### src/rtl/b2_sf_pkg.sv
// Package: shared sizes for the burst Signal-Fail detector.
// Assumes at most 24 errors per frame and at most 16 frames per window.
package b2_sf_pkg;
    localparam int ERR_W   = 5;
    localparam int SUM_W   = 16;
    localparam int WIN_MAX = 16;
    localparam int LEN_W   = $clog2(WIN_MAX);

    typedef enum logic [1:0] {
        REG_THR_HI = 2'd0,
        REG_THR_LO = 2'd1,
        REG_ARM    = 2'd2,
        REG_REL    = 2'd3
    } reg_sel_e;
endpackage

### src/rtl/b2_sf_cfg.sv
// Configuration registers: limit, arm length and release length.
// Assumes a write happens in a single cycle. Any write flushes both windows.
module b2_sf_cfg #(
    parameter int SUM_W = 16,
    parameter int LEN_W = 4
) (
    input  logic             clk,
    input  logic             rst_n,
    input  logic             wr_en,
    input  logic [1:0]       wr_addr,
    input  logic [7:0]       wr_data,
    output logic [SUM_W-1:0] thr,
    output logic [LEN_W-1:0] arm_len_m1,
    output logic [LEN_W-1:0] rel_len_m1,
    output logic             flush
);
    import b2_sf_pkg::*;

    logic [15:0] thr_q;

    // Register file update; the upper data bits of the length fields are dropped.
    always_ff @(posedge clk) begin
        if (!rst_n) begin
            thr_q      <= 16'hFFFF;
            arm_len_m1 <= '1;
            rel_len_m1 <= '1;
        end else if (wr_en) begin
            case (reg_sel_e'(wr_addr))
                REG_THR_HI: thr_q[15:8] <= wr_data;
                REG_THR_LO: thr_q[7:0]  <= wr_data;
                REG_ARM:    arm_len_m1  <= wr_data[LEN_W-1:0];
                REG_REL:    rel_len_m1  <= wr_data[LEN_W-1:0];
                default:    ;
            endcase
        end
    end

    // The limit is always 16 bits; widen or trim it to the sum width.
    assign thr   = SUM_W'(thr_q);
    assign flush = wr_en;
endmodule

### src/rtl/b2_sf_window.sv
// Sliding window sum: a ring of per-frame counts plus a running total.
// Assumes the length changes only together with a flush. Once the ring
// is full, each push replaces the oldest entry. The total saturates.
module b2_sf_window #(
    parameter int DEPTH = 16,
    parameter int ERR_W = 5,
    parameter int SUM_W = 16
) (
    input  logic                     clk,
    input  logic                     rst_n,
    input  logic                     flush,
    input  logic                     push,
    input  logic [ERR_W-1:0]         din,
    input  logic [$clog2(DEPTH)-1:0] len_m1,
    output logic [SUM_W-1:0]         sum,
    output logic                     full
);
    localparam int PW = $clog2(DEPTH);

    logic [ERR_W-1:0] ring [DEPTH];
    logic [PW-1:0]    ptr;
    logic [PW:0]      fill;
    logic [SUM_W:0]   nxt;

    assign full = (fill == ({1'b0, len_m1} + 1'b1));

    // Next total: add the new count and, when full, drop the oldest one.
    always_comb begin
        nxt = {1'b0, sum} + (SUM_W+1)'(din);
        if (full) nxt = nxt - (SUM_W+1)'(ring[ptr]);
    end

    // Ring storage; holds data only, so it needs no reset.
    always_ff @(posedge clk) begin
        if (push) ring[ptr] <= din;
    end

    // Pointer, fill level and running total.
    always_ff @(posedge clk) begin
        if (!rst_n || flush) begin
            ptr  <= '0;
            fill <= '0;
            sum  <= '0;
        end else if (push) begin
            ptr <= (ptr == len_m1) ? '0 : ptr + 1'b1;
            if (!full) fill <= fill + 1'b1;
            sum <= nxt[SUM_W] ? '1 : nxt[SUM_W-1:0];
        end
    end

    // The fill level never passes the programmed length.
    p_fill_bound_r5: assert property (@(posedge clk) disable iff (!rst_n)
        fill <= ({1'b0, len_m1} + 1'b1));
    // A flush leaves the window empty.
    p_flush_empty_r6: assert property (@(posedge clk) disable iff (!rst_n)
        flush |=> (sum == '0 && !full));
endmodule

### src/rtl/b2_sf_decide.sv
// Alarm state machine. It evaluates one cycle after a frame enters the
// windows. It raises the alarm on the arm window and drops it on the release window.
module b2_sf_decide #(
    parameter int SUM_W = 16
) (
    input  logic             clk,
    input  logic             rst_n,
    input  logic             eval,
    input  logic [SUM_W-1:0] thr,
    input  logic [SUM_W-1:0] arm_sum,
    input  logic             arm_full,
    input  logic [SUM_W-1:0] rel_sum,
    input  logic             rel_full,
    output logic             sf,
    output logic             set_p,
    output logic             clr_p
);
    logic go_set, go_clr;

    // Decide this cycle's transition from the settled window sums.
    always_comb begin
        go_set = eval && !sf && arm_full && (arm_sum >= thr);
        go_clr = eval &&  sf && rel_full && (rel_sum <  thr);
    end

    // Alarm state and its one-cycle change pulses.
    always_ff @(posedge clk) begin
        if (!rst_n) begin
            sf    <= 1'b0;
            set_p <= 1'b0;
            clr_p <= 1'b0;
        end else begin
            set_p <= go_set;
            clr_p <= go_clr;
            if (go_set)      sf <= 1'b1;
            else if (go_clr) sf <= 1'b0;
        end
    end

    // Outside an evaluation cycle the alarm holds.
    p_hold_idle_r3: assert property (@(posedge clk) disable iff (!rst_n)
        !eval |=> $stable(sf));
    // A release sum at or above the limit keeps the alarm high.
    p_rel_hold_r4: assert property (@(posedge clk) disable iff (!rst_n)
        (sf && rel_sum >= thr) |=> sf);
    // The set pulse marks a rise of the alarm.
    p_set_edge_r8: assert property (@(posedge clk) disable iff (!rst_n)
        set_p |-> (sf && !$past(sf)));
    // The clear pulse marks a fall of the alarm.
    p_clr_edge_r8: assert property (@(posedge clk) disable iff (!rst_n)
        clr_p |-> (!sf && $past(sf)));
    // The two pulses never occur together.
    p_pulse_excl_r8: assert property (@(posedge clk) disable iff (!rst_n)
        !(set_p && clr_p));
endmodule

### src/rtl/b2_sf_burst_det.sv
// Top of the burst Signal-Fail detector. It connects the configuration
// registers, the arm and release windows and the decision stage.
// Assumes frame_stb lasts one cycle per frame and b2_err <= 24.
module b2_sf_burst_det #(
    parameter int ERR_W   = b2_sf_pkg::ERR_W,
    parameter int SUM_W   = b2_sf_pkg::SUM_W,
    parameter int WIN_MAX = b2_sf_pkg::WIN_MAX
) (
    input  logic             clk,
    input  logic             rst_n,
    input  logic             frame_stb,
    input  logic [ERR_W-1:0] b2_err,
    input  logic             wr_en,
    input  logic [1:0]       wr_addr,
    input  logic [7:0]       wr_data,
    output logic             sf_active,
    output logic             sf_set_pulse,
    output logic             sf_clr_pulse
);
    localparam int LEN_W = $clog2(WIN_MAX);
    localparam int NWIN  = 2;

    logic [SUM_W-1:0] thr;
    logic [LEN_W-1:0] len_m1 [NWIN];
    logic [SUM_W-1:0] wsum   [NWIN];
    logic             wfull  [NWIN];
    logic             flush, push, eval;

    b2_sf_cfg #(.SUM_W(SUM_W), .LEN_W(LEN_W)) cfg_i (
        .clk(clk), .rst_n(rst_n), .wr_en(wr_en), .wr_addr(wr_addr),
        .wr_data(wr_data), .thr(thr), .arm_len_m1(len_m1[0]),
        .rel_len_m1(len_m1[1]), .flush(flush)
    );

    // A frame that coincides with a write is discarded.
    assign push = frame_stb && !flush;

    // One window per decision: index 0 arms, index 1 releases.
    for (genvar g = 0; g < NWIN; g++) begin : g_win
        b2_sf_window #(.DEPTH(WIN_MAX), .ERR_W(ERR_W), .SUM_W(SUM_W)) win_i (
            .clk(clk), .rst_n(rst_n), .flush(flush), .push(push),
            .din(b2_err), .len_m1(len_m1[g]), .sum(wsum[g]), .full(wfull[g])
        );
    end

    // Evaluate one cycle after an accepted frame, once the sums have settled.
    always_ff @(posedge clk) begin
        if (!rst_n) eval <= 1'b0;
        else        eval <= push;
    end

    b2_sf_decide #(.SUM_W(SUM_W)) dec_i (
        .clk(clk), .rst_n(rst_n), .eval(eval), .thr(thr),
        .arm_sum(wsum[0]), .arm_full(wfull[0]),
        .rel_sum(wsum[1]), .rel_full(wfull[1]),
        .sf(sf_active), .set_p(sf_set_pulse), .clr_p(sf_clr_pulse)
    );

    // Input range the windows are sized for.
    p_err_range_r5: assert property (@(posedge clk) disable iff (!rst_n)
        frame_stb |-> (b2_err <= 5'd24));
endmodule

### config.mk
export PLATFORM = sky130hd
export DESIGN_NAME = b2_sf_burst_det
export DESIGN_NICKNAME = d
export VERILOG_FILES = /design/src/rtl/b2_sf_pkg.sv /design/src/rtl/b2_sf_cfg.sv /design/src/rtl/b2_sf_window.sv /design/src/rtl/b2_sf_decide.sv /design/src/rtl/b2_sf_burst_det.sv
export SDC_FILE = /design/constraint.sdc
export NUM_CORES = 1
export LEC_CHECK = 0
export ABC_AREA = 0
export BUFFER_PORTS_ARGS = -buffer_cell sky130_fd_sc_hd__buf_2
export CORE_AREA = 2 2 163 165
export CTS_BUF_LIST = sky130_fd_sc_hd__clkbuf_4
export DETAILED_ROUTE_END_ITERATION = 6
export DIE_AREA = 0 0 165 167
export PLACE_DENSITY = 0.69
export SKIP_CTS_REPAIR_TIMING = 1
export SYNTH_ARGS = -nofsm -noshare
export SYNTH_HDL_FRONTEND = slang
export SYNTH_HIERARCHICAL = 1
export SYNTH_SLANG_ARGS = --single-unit
### constraint.sdc
create_clock -name clk -period 8 [get_ports clk]
set_input_delay 0.4 -clock clk [delete_from_list [all_inputs] [get_ports clk]]
set_output_delay 0.4 -clock clk [all_outputs]
set_load 0.01 [all_outputs]
# Word-level counts from Yosys, hierarchy flattened
# Memories as Yosys holds them, arrays and structs flattened. A register that Yosys moved wholly into a read port is not among the register bits.
# Cells that the tools add are included.
# totals
ff_bits,78
mem_bits_rw,160
in_bits,19
out_inout_bits,3
elab_cells,70
n_memories,2
# memory_table
memory,depth,word_bits,read_ports,rd_ports_with_merged_regs,wr,line_no,rtl
g_win[0].win_i.ring,16,5,1,1,1,b2_sf_window.sv:20,logic [ERR_W-1:0] ring [DEPTH];
g_win[1].win_i.ring,16,5,1,1,1,b2_sf_window.sv:20,
# classes
addsub,10
order_cmp,2
n_eq_ne,7
muxes,14
bitwise,2
reduce_logical,19
# op_table
operator,n
adder 16 x 5 -> 17 bit,2
two-way mux 17 bit,2
subtractor 17 x 5 -> 17 bit,2
two-way mux 16 bit,2
two-way mux 4 bit,6
greater-or-equal comparator 16 bit,1
less-than comparator 16 bit,1
AND reduction 2 bit,6
adder 4 x 1 -> 5 bit (second input constant),2
adder 5 x 1 -> 5 bit (second input constant),2
== test 5 bit,2
adder 4 x 1 -> 4 bit (second input constant),2
== test 4 bit,2
logical AND 1 bit,7
== test 2 bit (second input constant),2
two-way mux 1 bit,4
logical NOT 1 bit,3
== test 2 x 1 -> 1 bit (second input constant),1
logical NOT 2 bit,1
inverter 1 bit,2
nonzero test 2 bit,1
logical OR 1 bit,1

# Logic depth before layout (Yosys ltp)
# depth
word_depth,6
depth_mapped,15
depth_no_buf,14

# Cells and area by module
# The synthesis kept the hierarchy.
# by_module_without_submodules
module,instances,cells_per_inst,area_each_um2,seq_area_each_um2
b2_sf_window at g_win[1].win_i,1,416,5465.2,2982.9
b2_sf_window at g_win[0].win_i,1,405,5401.4,2982.9
b2_sf_cfg,1,90,999.7,480.5
b2_sf_decide,1,100,857.1,60.1
b2_sf_burst_det,1,3,35.0,20.0

# Least setup slack after synthesis
# Ideal clock, no wire load.
# synth_timing
path_kind,register to register
from,reg (tool-made name)
to,reg g_win[1].win_i.sum[5]
setup_ns,0.116
t_arrival_ns,4.087
required_time_ns,7.884
slack_ns,3.796
path_stages_with_launch,16
n_path_buf,3
synth_period_minus_slack_ns,4.204
cell_sequence,dfxtp_1 clkbuf_1 mux4_2 mux4_2 ha_1 fa_1 nor2b_1 o21ai_0 a21boi_0 or3_1 clkbuf_1 nor3_4 a32oi_2 buf_2 o21ai_0 o211a_1
# synth_rtl
element,line_no,rtl
"end signal, assigned",b2_sf_window.sv:47,sum <= nxt[SUM_W] ? '1 : nxt[SUM_W-1:0];
"end, declared",b2_sf_window.sv:15,"output logic [SUM_W-1:0] sum,"

==> results.py <==
metrics = {
    "floorplan": {
        "die_w_um": 165,
        "die_y_um": 167,
        "coreArea_um2": 25800,
        "initial_utilization": 0.495,
        "pin_count": 22,
        "row_count": 59,
        "die_area_um2": 27600,
    },
    "final_layout": {
        "layout_common_cells": "160 x edfxtp_1, 95 x clkbuf_4, 86 x dfxtp_1",
        "syn_to_final_growth_pct": 9.29,
        "final_common_cell": "edfxtp_1",
        "drive_gt1_frac": 0.200,
        "final_nets": 1153,
    },
    "routing": {
        "wire_per_inst_um": 18.7,
        "totalWireLength_um": 27000,
        "first_pass_iters": 5,
        "drt_iter0_drc": 658,
        "ant_nets": 0,
        "post-route-drc-count": 0,
        "vias_per_cell": 5.86,
        "vias": 8445,
    },
    "timing": {
        "finalSetupTns_ns": 0,
        "rsz0062_at_grt": "no",
        "skew_ns": 0.0391,
        "fmax_mhz": 204,
        "setup_viol": 0,
        "slew_viol_final": 0,
        "worst_pin_slew_ns": 1.01,
        "hold_ws_ns": 0.0233,
        "slew_headroom": 0.325,
        "hold_violations": 0,
        "final.min_clock_period_ns": 4.90,
        "period_share": 0.612,
    },
    "worst_hold_path": {
        "hp-class": "input pin to register",
        "min_from": "wr_data[5]",
    },
    "logic_synthesis": {
        "yosys_warnings": 6,
        "yosysTopAreaCell": "edfxtp_1",
        "ys.flop_type": "edfxtp_1",
        "yosysSeqAreaShare": 0.512,
        "synth-edff-count": 160,
        "synth.distinct_cells": 94,
        "avgSynthCellArea_um2": 12.6,
        "synthArstFlopShare": 0,
        "yosysTopAreaCellShare": 0.377,
        "synth_seq_cells": 246,
        "synth_area_leaders": "edfxtp_1 38%, dfxtp_1 13%, mux4_2 8.8%",
        "synth_nets": 1100,
        "synthCells": 1014,
        "netlist_area_um2": 12800,
    },
    "clock_tree": {
        "cts.sinks": 246,
        "cts-htree-levels": 3,
        "cts_buffer_depth": 3,
        "clock_latency_ns": 0.66,
        "cts_root_buffer": "clkbuf_4",
        "path_clk_slew_ns": 0.06,
        "cts_inserted_buffers": 66,
        "cts_tree": "built",
    },
    "global_route": {
        "grt_start_max_net_pins": 65,
        "grtUsageMet1": 0.288,
        "grt_pass1_vias": 8487,
        "grt_pass1_wl_um": 44500,
        "grt_antenna_before_repair": 1,
        "grt_use_total": 0.205,
        "use_met2": 0.321,
        "grt_overflow": 0,
        "top_usage_layer": "met2",
        "met3_usage": 0.0399,
    },
    "placed_design": {
        "dp.final_hpwl_um": 18300,
        "io_buffers": 21,
        "place.gp.congestion": 0.830,
    },
    "worst_setup_path": {
        "cp_data_required_time_ns": 8.53,
        "crit_arrival_ns": 5.43,
        "cp-end-kind": "register",
        "path_cells": "buf_4 > mux4_2 > mux4_2 > ha_1 > fa_1 > nor2b_1 > o21ai_0 > a21boi_0 > or3_1 > nor3_4 > a32oi_2 > o21ai_0 > o211a_1",
        "slowest_delay_ns": 0.69,
        "worst-path-max-fanout": 16,
        "startpoint_type": "register",
        "critPathSlowestCell": "dfxtp_1",
        "crit_type": "register to register",
    },
    "run": {
        "drv_cap": 0,
    },
    "power": {
        "p_leak_nw": 5.26,
        "p_per_area_nw_per_um2": 190,
        "vdd_drop_max_mv": 0.111,
    },
    "status": {
        "outcome": "completed",
    },
}
logic make-up (layout without fill, tap and decap cells):
kind of cell,Yosys count,in the layout,synth area share
and+or+nand+nor,292,292,0.132
muxes,87,87,0.117
DFF,246,246,0.512
buffers and inverters,87,179,0.0285
xor gates and xnor gates,53,53,0.0364
adders and majority gates,67,67,0.0681
other,0,1,0
AOI/OAI and AO/OA,182,182,0.106
registers in the layout, summed over array words and instances, names as in the netlist, named ones only:
signal / flops
g_win.win_i/ring: 160
dec_i/sf: 1
cfg_i/thr: 16
eval: 1
dec_i/set_p: 1
g_win.win_i/sum: 32
cfg_i/rel_len_m1: 4
cfg_i/arm_len_m1: 4
g_win.win_i/fill: 10
g_win.win_i/ptr: 8
dec_i/clr_p: 1
cells in the mapped netlist (4+ instances only):
cell type / n
ha_1: 63
and2_1: 37
a31oi_1: 20
and4_1: 5
nand2b_1: 4
o211ai_1: 8
nor2b_1: 42
xor2_1: 19
a21o_1: 9
nor4_1: 8
edfxtp_1: 160
nand2_1: 27
mux4_2: 50
nand3_1: 29
a21oi_1: 37
o21ai_0: 36
inv_1: 45
clkbuf_1: 28
and3_1: 13
o211a_1: 5
o2111ai_1: 5
dfxtp_1: 86
fa_1: 4
nand4_1: 17
mux2i_1: 35
nor2_1: 46
a211oi_1: 6
xnor2_1: 34
o21a_1: 8
buf_2: 5
nor3_1: 21
nor3b_1: 5
or3_1: 7
layout make-up:
| class | count | area, µm² |
|---|---|---|
| timing repair buffer | 26 | 143 |
| clock inverter | 12 | 91.3 |
| multi-input combinational | 681 | 5880 |
| inverter | 46 | 173 |
| antenna | 1 | 2.50 |
| tap | 335 | 419 |
| sequential | 246 | 6530 |
| fill | 2167 | 11800 |
| clock buffer | 95 | 713 |
worst max-delay path: cells and delay by family, from the launching register on:
family	cells	cell delay, ns
buffers and inverters	1	0.36
adders and majority gates	2	0.60
AOI/OAI and AO/OA	5	1.55
muxes	2	0.99
and+or+nand+nor	3	0.59
DFF	1	0.69
routing by layer:
layer | vias up | share of wire
li1 | 4037 | -
met1 | 4163 | 0.47
met2 | 208 | 0.47
met3 | 37 | 0.049
met4 | 0 | 0.015
met5 | - | 0
stage by stage:
stage	cell area [µm²]	instances	util	total power [W]	worst slack (ns)
detailed placement	13100	1334	0.510	0.00159	3.13
floorplan	12800	1014	-	0.00153	3.80
CTS	13900	1441	0.541	0.00268	3.10
finish	13900	1442	0.541	0.00264	3.10
global route	13900	1442	0.541	0.00276	2.69
global placement	13100	1334	0.510	0.00159	3.25
power by group:
part / switching [W] / internal, W / leakage, nW / total [W]
clock network: 0.000505 / 0.000576 / 0.476 / 0.00108
registers: 0.0000126 / 0.00136 / 2.14 / 0.00138
logic: 0.000113 / 0.0000763 / 2.64 / 0.000189
final timing paths:
path	slack [ns]	endpoint	cells after the start
worst max-delay path	3.10	g_win[1].win_i/sum[7]	13
worst min-delay path	0.02	cfg_i/thr[13]	3
worst max register to register	3.10	g_win[1].win_i/sum[7]	13
worst min register to register	0.52	dec_i/set_p	2
Power figures use the tool's default switching activity.
